<file path="src/rtl/od_arb_pkg.sv">
package od_arb_pkg;
  typedef enum logic {
    PH_ADDR = 1'b0,
    PH_DATA = 1'b1
  } phase_e;

  localparam int unsigned LANES    = 2;
  localparam int unsigned LANE_SDA = 0;
  localparam int unsigned LANE_SCL = 1;
endpackage

</file>
<file path="src/rtl/od_arb_sync.sv">
module od_arb_sync #(
  parameter int unsigned WIDTH  = 2,
  parameter int unsigned STAGES = 2
) (
  input  logic             clk,
  input  logic             rst_n,
  input  logic [WIDTH-1:0] async_i,
  output logic [WIDTH-1:0] sync_o
);
  localparam int unsigned LAST = STAGES - 1;

  logic [WIDTH-1:0] stage_q [STAGES];
  logic [WIDTH-1:0] stage_d [STAGES];

  genvar g;
  generate
    for (g = 0; g < STAGES; g++) begin : g_stage
      if (g == 0) begin : g_first
        assign stage_d[g] = async_i;
      end else begin : g_next
        assign stage_d[g] = stage_q[g-1];
      end
      // Reset to 1: a released line reads high.
      always_ff @(posedge clk or negedge rst_n) begin
        if (!rst_n) stage_q[g] <= '1;
        else        stage_q[g] <= stage_d[g];
      end
    end
  endgenerate

  assign sync_o = stage_q[LAST];
endmodule

</file>
<file path="src/rtl/od_arb_monitor.sv">
module od_arb_monitor
  import od_arb_pkg::*;
(
  input  logic   clk,
  input  logic   rst_n,
  input  logic   start_i,
  input  logic   clear_i,
  input  logic   phase_i,
  input  logic   sda_rel_i,
  input  logic   sda_s_i,
  input  logic   scl_s_i,
  output logic   release_o,
  output logic   lost_o,
  output phase_e phase_o
);
  logic   hold_q, hold_d;
  logic   lost_q, lost_d;
  phase_e phase_q, phase_d;
  logic   mismatch;
  logic   hold_en, lost_en;

  // Compare only while data is released and the clock is sensed high.
  always_comb begin
    mismatch = !hold_q && sda_rel_i && scl_s_i && !sda_s_i;
    hold_en  = mismatch || start_i;
    lost_en  = mismatch || clear_i;
    hold_d   = mismatch;
    lost_d   = mismatch;
    if (mismatch && (!lost_q || clear_i)) phase_d = phase_e'(phase_i);
    else if (clear_i)                     phase_d = PH_ADDR;
    else                                  phase_d = phase_q;
  end

  always_ff @(posedge clk or negedge rst_n) begin
    if (!rst_n) begin
      hold_q  <= 1'b0;
      lost_q  <= 1'b0;
      phase_q <= PH_ADDR;
    end else begin
      if (hold_en) hold_q <= hold_d;
      if (lost_en) lost_q <= lost_d;
      if (lost_en) phase_q <= phase_d;
    end
  end

  assign release_o = hold_en ? hold_d : hold_q;
  assign lost_o    = lost_q;
  assign phase_o   = phase_q;
endmodule

</file>
<file path="src/rtl/od_arb_drive.sv">
module od_arb_drive
  import od_arb_pkg::*;
(
  input  logic             clk,
  input  logic             rst_n,
  input  logic             release_i,
  input  logic [LANES-1:0] want_i,
  output logic [LANES-1:0] oe_n_o,
  output logic [LANES-1:0] out_o
);
  logic [LANES-1:0] oe_n_q, oe_n_d;

  genvar g;
  generate
    for (g = 0; g < LANES; g++) begin : g_lane
      always_comb oe_n_d[g] = release_i | want_i[g];
      always_ff @(posedge clk or negedge rst_n) begin
        if (!rst_n) oe_n_q[g] <= 1'b1;
        else        oe_n_q[g] <= oe_n_d[g];
      end
      assign out_o[g] = 1'b0;
    end
  endgenerate

  assign oe_n_o = oe_n_q;
endmodule

</file>
<file path="src/rtl/od_arb_driver.sv">
module od_arb_driver
  import od_arb_pkg::*;
#(
  parameter int unsigned SYNC_STAGES = 2
) (
  input  logic clk,
  input  logic rst_n,
  input  logic start_i,
  input  logic clear_i,
  input  logic sda_want_i,
  input  logic scl_want_i,
  input  logic phase_i,
  input  logic sda_in_i,
  input  logic scl_in_i,
  output logic sda_oe_n_o,
  output logic scl_oe_n_o,
  output logic sda_out_o,
  output logic scl_out_o,
  output logic lost_o,
  output logic lost_phase_o,
  output logic retry_o,
  output logic slave_rx_o
);
  logic             rst_q1, rst_q2;
  logic [LANES-1:0] sensed, sensed_s, want, oe_n, pad_out;
  logic             release_now;
  phase_e           phase_tag;

  // Reset asserts at once and releases two edges later.
  always_ff @(posedge clk or negedge rst_n) begin
    if (!rst_n) begin
      rst_q1 <= 1'b0;
      rst_q2 <= 1'b0;
    end else begin
      rst_q1 <= 1'b1;
      rst_q2 <= rst_q1;
    end
  end

  assign sensed[LANE_SDA] = sda_in_i;
  assign sensed[LANE_SCL] = scl_in_i;
  assign want[LANE_SDA]   = sda_want_i;
  assign want[LANE_SCL]   = scl_want_i;

  od_arb_sync #(.WIDTH(LANES), .STAGES(SYNC_STAGES)) u_sync (
    .clk     (clk),
    .rst_n   (rst_q2),
    .async_i (sensed),
    .sync_o  (sensed_s)
  );

  od_arb_monitor u_mon (
    .clk       (clk),
    .rst_n     (rst_q2),
    .start_i   (start_i),
    .clear_i   (clear_i),
    .phase_i   (phase_i),
    .sda_rel_i (oe_n[LANE_SDA]),
    .sda_s_i   (sensed_s[LANE_SDA]),
    .scl_s_i   (sensed_s[LANE_SCL]),
    .release_o (release_now),
    .lost_o    (lost_o),
    .phase_o   (phase_tag)
  );

  od_arb_drive u_drv (
    .clk       (clk),
    .rst_n     (rst_q2),
    .release_i (release_now),
    .want_i    (want),
    .oe_n_o    (oe_n),
    .out_o     (pad_out)
  );

  assign sda_oe_n_o   = oe_n[LANE_SDA];
  assign scl_oe_n_o   = oe_n[LANE_SCL];
  assign sda_out_o    = pad_out[LANE_SDA];
  assign scl_out_o    = pad_out[LANE_SCL];
  assign lost_phase_o = phase_tag;
  assign retry_o      = lost_o && (phase_tag == PH_DATA);
  assign slave_rx_o   = lost_o && (phase_tag == PH_ADDR);
endmodule

</file>
<file path="config.mk">
export PLATFORM = sky130hd
export DESIGN_NAME = od_arb_driver
export DESIGN_NICKNAME = d
export VERILOG_FILES = /design/src/rtl/od_arb_pkg.sv /design/src/rtl/od_arb_sync.sv /design/src/rtl/od_arb_monitor.sv /design/src/rtl/od_arb_drive.sv /design/src/rtl/od_arb_driver.sv
export SDC_FILE = /design/constraint.sdc
export NUM_CORES = 1
export LEC_CHECK = 0
export CAP_MARGIN = 10
export CORE_MARGIN = 2
export CORE_UTILIZATION = 31
export DETAILED_ROUTE_END_ITERATION = 10
export GPL_TIMING_DRIVEN = 0
export PLACE_DENSITY = 0.71
export RECOVER_POWER = 100
export SYNTH_ARGS = -nofsm -noshare
export SYNTH_HDL_FRONTEND = slang
export SYNTH_SLANG_ARGS = --single-unit
</file>
<file path="constraint.sdc">
create_clock -name clk -period 0.8 [get_ports clk]
set_input_delay 0.12 -clock clk [delete_from_list [all_inputs] [get_ports clk]]
set_output_delay 0.12 -clock clk [all_outputs]
set_load 0.01 [all_outputs]
</file>
==> reports/results.tsv, run 1 <==
stage	metric	value	unit
sta	slew_violations	0	
setup_path	path_class	flip-flop to flip-flop	
layout	syn_to_final_growth	48.0	%
clock_network	root_buffer	clkbuf_4	
place	placedCellCount	59	
setup_path	crit_start	u_drv.oe_n_o[0]$_DFF_PN1_	
detailed_routing	routed_via_density	3.89	
detailed_routing	routed-via-count	253	
sta	period_minus_slack	1.07	ns
floorplan	start_util	32.1	%
detailed_routing	drc	0	
clock_network	cts_buffers	3	
yosys	synthTopCellsByCount	6 x dfstp_2, 5 x dfrtp_1, 3 x nand2b_1	
power	leakagePower	0.295	nW
sta	fmax	934	MHz
yosys	syn_area_per_cell	14.0	um2
floorplan	dieHeight	40.2	um
global_route	grt_pass1_vias	224	
floorplan	dieArea	1620	um2
yosys	synthDominantCellAreaShare	38.8	%
yosys	yosysMostFrequentCell	dfstp_2	
global_route	track_usage	9.00	%
setup_path	path_cells	buf_6, nand4bb_4, o21ai_2, o21ai_1	
setup_path	cp-endpoint	u_mon.phase_o$_DFFE_PN0P_	
floorplan	core	1270	um2
global_route	antenna_found_initial	0	
status	violations	negative setup slack	
clock_network	holdBufCountCts	0	
sta	post-route-period-util	134	%
global_route	grt_pass1_wl	917	um
detailed_routing	drtIter0Drc	1	
yosys	ys_seq_area_share	69.5	%
layout	antennaDiodeCount	0	
clock_network	cts_max_level	1	
setup_path	cp.arrival	1.21	ns
sta	hold_viol_final	0	
clock_network	cts_sinks	11	
place	port-buffer-count	14	
yosys	synth_edf_count	0	
sta	rsz0062_at_grt	true	
place	hpwl	427	um
layout	final_cell_count_no_fill	65	
detailed_routing	post_drt_wl_per_cell	8.48	um
power	peakVddDrop	1.10	mV
yosys	synth_top_cell_by_area	dfstp_2	
status	status	complete, but fails checks	
yosys	ys_seq_elements	11	
setup_path	rr_worst_depth	4	
yosys	synthArstFlopShare	100	%
sta	clock_skew	0.00232	ns
layout	multiInputGateArea	116	um2
detailed_routing	dr.pass1.iters	2	
setup_path	r2r_end	u_mon.phase_o$_DFFE_PN0P_	
setup_path	startpoint_type	flip-flop	
setup_path	cp_max_fo	4	
setup_path	crit_family	flip-flops	
layout	drive_gt1_share	44.0	%
setup_path	critPathRequiredTime	0.94	ns
setup_path	crit_path_end_kind	flip-flop	
layout	design_area	602	um2
yosys	yosysUniqueCellTypes	13	
layout	final_nets	60	
yosys	synthTopCellsByArea	dfstp_2 39%, dfrtp_1 31%, nand4bb_4 6.8%	
clock_network	cts_tree	built	
setup_path	path_depth	4	
setup_path	rr_startpoint	u_drv.oe_n_o[0]$_DFF_PN1_	
yosys	syn_inst	29	
yosys	synthesis.area	407	um2
place	placed_area	569	um2
global_route	grt.overflow.total	0	
setup_path	max_stage_delay	0.53	ns
layout	seq_area	283	um2
detailed_routing	final_antenna_net_count	0	
global_route	grt_start_max_net_pins	10	
clock_network	clkTransAtPathRegs	0.06	ns
detailed_routing	wl	551	um
floorplan	io_pins	17	
power	powerDensity	1920	nW/um2
job	drv_cap	0	
yosys	synth-main-ff-cell	dfstp_2	
place	place.gp.congestion	0.620	
setup_path	slowest_stage	dfstp_2	
layout	final.fill_count	127	
sta	finalSetupViolCount	11	
yosys	yosys_warnings	0	
floorplan	die_x	40.2	um
clock_network	cts_buffer_depth	2	
floorplan	row_count	13	
sta	fin_ws	-0.271	ns
worst_hold_path	hp-class	primary input to async pin	
setup_path	ff2ff_setup_slack	-0.27	ns
setup_path	cp_num_buf_inv	1	
clock_network	insertion_delay	0.25	ns
placed cells by master (no fill, tap or decap), drive strengths merged:
master         synthesis  final
conb                   2      3
dfrtp                  5      5
clkdlybuf4s50          0      5
and2                   1      1
nand2                  2      2
dlygate4sd3            0      3
nor2b                  2      2
clkbuf                 0      4
nand4bb                1      1
o21ai                  2      2
buf                    2     10
nand2b                 3      3
inv                    2      2
dfstp                  6      6
a21boi                 1      1
how the worst min path moves through the flow:
stage,from,endpoint,slack [ns],cells after the start
after global placement,rst_q2$_DFF_PN0_,u_mon.lost_o$_DFFE_PN0P_,0.14,0
after floorplan,rst_n,rst_q1$_DFF_PN0_,-0.18,0
after detailed placement,rst_q2$_DFF_PN0_,u_mon.lost_o$_DFFE_PN0P_,0.15,0
after CTS,rst_n,rst_q2$_DFF_PN0_,0.02,1
final,rst_n,rst_q2$_DFF_PN0_,0.09,1
after global routing,rst_n,rst_q2$_DFF_PN0_,0.09,1
worst register-to-register path, stage by stage, from the launching register on:
cell and delay [ns]:
dfstp_2 0.53, buf_6 0.09, nand4bb_4 0.13, o21ai_2 0.14, o21ai_1 0.07
cells by family (layout without fill, tap and decap cells):
kind of cell | Yosys count | in the layout | synth area share, %
flip-flops | 11 | 11 | 69.5
AND/OR/NAND/NOR | 9 | 9 | 17.8
buffers and inverters | 4 | 24 | 5.54
AO/OA/AOI/OAI | 3 | 3 | 5.23
other | 2 | 3 | 1.85
routing by layer:
| layer | global-route usage [%] | wire length, um | part of all wire [%] |
|---|---|---|---|
| met1 | 10.6 | 197 | 36 |
| met2 | 13.7 | 286 | 52 |
| met3 | 2.22 | 61 | 11 |
| met4 | 7.50 | 6 | 1.1 |
| met5 | 0 | 0 | 0 |
sequential cells by signal, summed over array words and instances (netlist names):
signal / flops
u_mon.hold_q: 1
rst_q1: 1
rst_q2: 1
u_sync.stage_d: 2
u_mon.phase_o: 1
u_drv.oe_n_o: 2
u_mon.lost_o: 1
u_sync.sync_o: 2
stage by stage:
stage	hold WS (ns)	util, %	setup WS (ns)	TNS [ns]	total power, mW
2_1_floorplan	-0.176	-	-0.180	-0.727	0.719
3_3_place_gp	0.139	44.9	-0.390	-2.75	0.816
3_5_place_dp	0.149	44.9	-0.392	-2.84	0.821
4_1_cts	0.0207	47.4	-0.282	-2.35	1.18
5_1_grt	0.0926	47.4	-0.322	-2.71	1.23
6_report	0.0931	47.4	-0.271	-2.24	1.16
cell type report:
cell class | count | share of cell area (%)
buffer | 2 | 2.49
clock buffer | 4 | 4.37
inverter | 2 | 1.25
multi-input combinational | 15 | 19.3
sequential | 11 | 47.0
tap | 15 | 3.12
timing repair buffer | 16 | 22.5
repair_timing:
| action | CTS | global route |
|---|---|---|
| setup buffers | 2 | 0 |
| gates resized for setup | 28 | 0 |
| pin swaps | 0 | 1 |
| setup endpoints to repair | 11 | 11 |
| gates cloned | 0 | 0 |
power breakdown:
group	internal [mW]	switching, mW	leakage (nW)
registers	0.612	0.0320	0.126
clock network	0.192	0.150	0.0150
logic	0.109	0.0627	0.154
(Power assumes the default switching activity.)
==> run 2, diff against run 1 <==
Settings changed: CORE_MARGIN 2 to 10.
==> run 2 against run 1 <==
Effect of this change: the flow still finishes with violations (negative setup slack); global-route usage is 4.7 points lower; clock-buffer cell count did not move; critical path depth did not move; sequential share of layout area fell by 0.48 points; via count is 2.4% higher; fmax up 1.3%; final area up 1.0%; clock power up 2%.
==> reports/results.tsv, run 2 (synthesis results as in run 1) <==
stage	metric	value	unit
floorplan	core	1170	um2
layout	final_common_cell	dfstp_2	
sta	post-route-period-util	132	%
clock_network	root_buffer	clkbuf_4	
layout	final.fill_count	117	
floorplan	dieHeight	56.2	um
setup_path	cp_num_buf_inv	1	
setup_path	crit_family	flip-flops	
status	violations	negative setup slack	
detailed_routing	routed_via_density	3.98	
setup_path	critPathRequiredTime	0.94	ns
detailed_routing	post_drt_wl_per_cell	10.6	um
detailed_routing	wl	688	um
place	port-buffer-count	14	
sta	hold_viol_final	0	
floorplan	start_util	34.7	%
layout	antennaDiodeCount	0	
floorplan	die_x	56.2	um
detailed_routing	routed-via-count	259	
global_route	grt_start_max_net_pins	10	
place	place.gp.congestion	0.709	
setup_path	path_class	flip-flop to flip-flop	
global_route	grt_pass1_vias	264	
setup_path	startpoint_type	flip-flop	
global_route	track_usage	4.25	%
setup_path	r2r_end	u_mon.phase_o$_DFFE_PN0P_	
global_route	grt_pass1_wl	1040	um
setup_path	rr_worst_depth	4	
sta	whs	0.0911	ns
clock_network	holdBufCountCts	0	
sta	fin_ws	-0.257	ns
global_route	antenna_found_initial	0	
sta	finalSetupViolCount	11	
setup_path	cp_max_fo	4	
clock_network	cts_buffers	3	
clock_network	insertion_delay	0.26	ns
setup_path	max_stage_delay	0.53	ns
setup_path	crit_path_end_kind	flip-flop	
floorplan	io_pins	17	
setup_path	cp.arrival	1.20	ns
power	peakVddDrop	0.895	mV
clock_network	cts_sinks	11	
clock_network	cts_tree	built	
detailed_routing	final_antenna_net_count	0	
job	drv_cap	0	
setup_path	slowest_stage	dfstp_2	
layout	multiInputGateArea	116	um2
layout	syn_to_final_growth	49.5	%
layout	final_nets	61	
sta	period_minus_slack	1.06	ns
clock_network	cts_buffer_depth	2	
power	powerDensity	1930	nW/um2
layout	drive_gt1_share	45.1	%
place	hpwl	540	um
setup_path	rr_startpoint	u_drv.oe_n_o[0]$_DFF_PN1_	
layout	final_cell_mix	6 x dfstp_2, 5 x clkdlybuf4s50_1, 5 x buf_2, 5 x dfrtp_1, 4 x buf_4	
detailed_routing	drtIter0Drc	0	
status	status	complete, but fails checks	
power	leakagePower	0.299	nW
floorplan	dieArea	3160	um2
sta	fmax	946	MHz
setup_path	ff2ff_setup_slack	-0.26	ns
global_route	grt.overflow.total	0	
detailed_routing	drc	0	
sta	clock_skew	0.00175	ns
worst_hold_path	hp-class	primary input to async pin	
sta	slew_violations	0	
layout	seq_area	283	um2
clock_network	cts_max_level	1	
detailed_routing	dr.pass1.iters	1	
clock_network	clkTransAtPathRegs	0.06	ns
setup_path	path_cells	buf_6, nand4bb_4, o21ai_2, o21ai_1	
sta	rsz0062_at_grt	true	
power	power.total	1.17	mW
floorplan	row_count	12	
==> run 2: cell count changes in the layout (fill, tap and decap cells not counted) <==
cell | previous run | this run
buf_4 | 3 | 4
==> run 2: cell type report <==
cell class | count | share of cell area, %
plain buffers | 2 | 2.47
clock buffers | 4 | 4.32
inverters | 2 | 1.23
multi-input cells | 15 | 19.1
flip-flops and latches | 11 | 46.5
well taps | 14 | 2.88
repair buffers | 17 | 23.5
==> run 2: worst max-delay path by stage <==
stage,to,start,slack (ns),depth (start not counted)
after floorplan,u_mon.phase_o$_DFFE_PN0P_,u_drv.oe_n_o[0]$_DFF_PN1_,-0.18,3
after global placement,sda_oe_n_o,u_drv.oe_n_o[0]$_DFF_PN1_,-0.39,1
after detailed placement,sda_oe_n_o,u_drv.oe_n_o[0]$_DFF_PN1_,-0.40,1
after CTS,u_mon.phase_o$_DFFE_PN0P_,u_drv.oe_n_o[0]$_DFF_PN1_,-0.28,4
after global routing,u_mon.phase_o$_DFFE_PN0P_,u_drv.oe_n_o[0]$_DFF_PN1_,-0.32,4
final,u_mon.phase_o$_DFFE_PN0P_,u_drv.oe_n_o[0]$_DFF_PN1_,-0.26,4
==> run 2: routing by layer <==
layer  vias to the layer above  GRT usage [%]  routed length [um]
li1                        127              -                   -
met2                        13           5.67                 311
met1                       119           3.93                 268
met3                         0           4.10                 109
met5                         -              0                   0
met4                         0           3.07                   0
==> run 2: power breakdown <==
| part | total (mW) | leakage (nW) | internal, mW | switching (mW) |
|---|---|---|---|---|
| sequential | 0.641 | 0.126 | 0.611 | 0.0301 |
| combinational | 0.180 | 0.158 | 0.113 | 0.0673 |
| clock | 0.349 | 0.0150 | 0.192 | 0.157 |
| total | 1.17 | 0.299 | 0.917 | 0.255 |
==> run 2: repair_timing <==
action,CTS,global route
pin swaps,2,1
endpoints found under the setup margin,11,11
gates resized for setup,27,1
buffers inserted,3,0
==> run 2: through the flow <==
stage	setup slack (ns)	area, um2	setup TNS (ns)	utilization, %	cells
3_5_place_dp	-0.400	568	-2.95	48.5	58
4_1_cts	-0.278	604	-2.49	51.6	65
2_1_floorplan	-0.180	410	-0.727	-	30
6_report	-0.257	608	-2.35	51.9	65
5_1_grt	-0.318	608	-2.87	51.9	65
3_3_place_gp	-0.395	568	-2.82	48.5	58
==> run 3, diff against run 2 <==
Settings changed: PLACE_DENSITY 0.71 to not set, REMOVE_ABC_BUFFERS set to 1.
==> run 3 against run 2 <==
Effect of this change: setup slack got worse by 0.028 ns; sequential share of layout area increased by 0.096 points; hold slack improved by 0.0018 ns; combinational power grew 8%; highest routed layer unchanged; via count is 2.3% lower; the flow still finishes with violations (negative setup slack); utilization is 0.11 points lower.
==> reports/results.tsv, run 3 (synthesis results as in run 1) <==
stage	metric	value	unit
layout	syn_to_final_growth	49.2	%
layout	antennaDiodeCount	0	
status	status	complete, but fails checks	
sta	period_minus_slack	1.08	ns
setup_path	path_class	flip-flop to flip-flop	
clock_network	cts_buffers	3	
floorplan	io_pins	17	
detailed_routing	final_antenna_net_count	0	
floorplan	dieArea	3160	um2
power	leakagePower	0.296	nW
clock_network	holdBufCountCts	0	
clock_network	insertion_delay	0.25	ns
clock_network	clkTransAtPathRegs	0.06	ns
power	clkPwrFrac	29.2	%
setup_path	cp_max_fo	4	
power	p_int	0.927	mW
sta	hold_viol_final	0	
setup_path	crit_path_end_kind	flip-flop	
sta	slew_violations	0	
clock_network	root_buffer	clkbuf_4	
floorplan	die_x	56.2	um
sta	fin_ws	-0.285	ns
layout	final_nets	59	
detailed_routing	wl	781	um
setup_path	critPathRequiredTime	0.94	ns
floorplan	dieHeight	56.2	um
floorplan	core	1170	um2
sta	post-route-period-util	136	%
clock_network	cts_buffer_depth	2	
global_route	grt.overflow.total	0	
layout	final.fill_count	116	
detailed_routing	post_drt_wl_per_cell	12.4	um
global_route	track_usage	5.14	%
clock_network	cts_sinks	11	
layout	fin_util	51.8	%
detailed_routing	routed_via_density	4.02	
place	hpwl	667	um
sta	clock_skew	0.00422	ns
power	swShare	21.7	%
floorplan	start_util	34.7	%
power	pwr-share-seq	54.4	%
place	port-buffer-count	14	
job	drv_cap	0	
floorplan	row_count	12	
sta	rsz0062_at_grt	true	
setup_path	startpoint_type	flip-flop	
layout	drive_gt1_share	42.9	%
detailed_routing	dr.pass1.iters	2	
sta	fmax	922	MHz
global_route	grt_pass1_vias	285	
clock_network	cts_max_level	1	
layout	final_common_cell	dfstp_2	
detailed_routing	drtIter0Drc	2	
global_route	grt_pass1_wl	1240	um
power	p_comb_share	16.4	%
clock_network	cts_tree	built	
sta	finalSetupViolCount	11	
sta	timing.setup.tns	-2.34	ns
setup_path	cp.arrival	1.22	ns
status	violations	negative setup slack	
place	place.gp.congestion	0.658	
power	p_switching	0.257	mW
worst_hold_path	hp-class	primary input to async pin	
global_route	grt_start_max_net_pins	10	
layout	final_cell_mix	6 x dfstp_2, 5 x clkdlybuf4s50_1, 5 x dfrtp_1	
power	powerDensity	1950	nW/um2
global_route	antenna_found_initial	0	
detailed_routing	routed-via-count	253	
detailed_routing	drc	0	
power	peakVddDrop	1.15	mV
==> run 3: changes by cell type in the layout (fill, tap and decap cells not counted) <==
cell / change
o21ai_1: +1
buf_6: +2
o21ai_2: -1
buf_4: -3
buf_2: -1
nand2b_4: +1
nand2b_1: -1
==> run 3: per-stage QoR <==
step	cell area, um2	setup WS, ns	std cells	hold slack, ns	total power [mW]
finish	607	-0.285	63	0.0929	1.18
global route	607	-0.339	63	0.0709	1.28
CTS	582	-0.286	62	0.0114	1.19
detailed placement	553	-0.397	56	0.142	0.820
global placement	553	-0.396	56	0.138	0.811
floorplan	395	-0.209	28	-0.176	0.711
==> run 3: cell type report <==
| type | count | area (um2) | share of cell area (%) |
|---|---|---|---|
| Clock buffer | 4 | 26.3 | 4.33 |
| Inverter | 2 | 7.51 | 1.24 |
| Multi-Input combinational cell | 15 | 120 | 19.8 |
| Sequential cell | 11 | 283 | 46.6 |
| Tap cell | 14 | 17.5 | 2.89 |
| Timing Repair Buffer | 17 | 153 | 25.2 |
==> run 3: final timing paths <==
kind,startpoint,to,slack (ns),depth (start not counted)
max in group asynchronous,rst_q2$_DFF_PN0_,u_sync.sync_o[1]$_DFF_PN1_,0.38,0
min,rst_n,rst_q1$_DFF_PN0_,0.09,1
min in group clk,u_sync.stage_d[0]$_DFF_PN1_,u_sync.sync_o[0]$_DFF_PN1_,0.36,0
max reg2reg,u_drv.oe_n_o[0]$_DFF_PN1_,u_mon.phase_o$_DFFE_PN0P_,-0.28,4
max,u_drv.oe_n_o[0]$_DFF_PN1_,u_mon.phase_o$_DFFE_PN0P_,-0.28,4
min reg2reg,rst_q2$_DFF_PN0_,u_mon.hold_q$_DFF_PN0_,0.13,0
==> run 3: worst max-delay path: stages, from the launching register on <==
cell	delay, ns
dfstp_2	0.54
buf_6	0.10
nand4bb_4	0.12
o21ai_1	0.13
o21ai_1	0.08
==> run 3: what timing repair did <==
action / CTS / global route
cloned: 0 / 0
pin swaps: 1 / 1
endpoints found under the setup margin: 11 / 11
resized for setup: 28 / 4
setup buffers: 2 / 1
==> run 3: power by group through the flow <==
stage | clock (mW) | sequential, mW | combinational (mW)
global route | 0.418 | 0.648 | 0.212
global placement | 0 | 0.650 | 0.161
floorplan | 0 | 0.658 | 0.0533
CTS | 0.368 | 0.646 | 0.173
detailed placement | 0 | 0.655 | 0.165
finish | 0.346 | 0.644 | 0.194
==> run 3: layer usage <==
metal / wire length, um / part of all wire (%) / GRT usage, % / vias up
met5: 0 / 0 / 0 / -
met1: 253 / 32 / 3.91 / 119
met2: 461 / 59 / 9.13 / 9
met4: 0 / 0 / 4.10 / 0
li1: - / - / - / 125
met3: 66 / 8.5 / 2.96 / 0
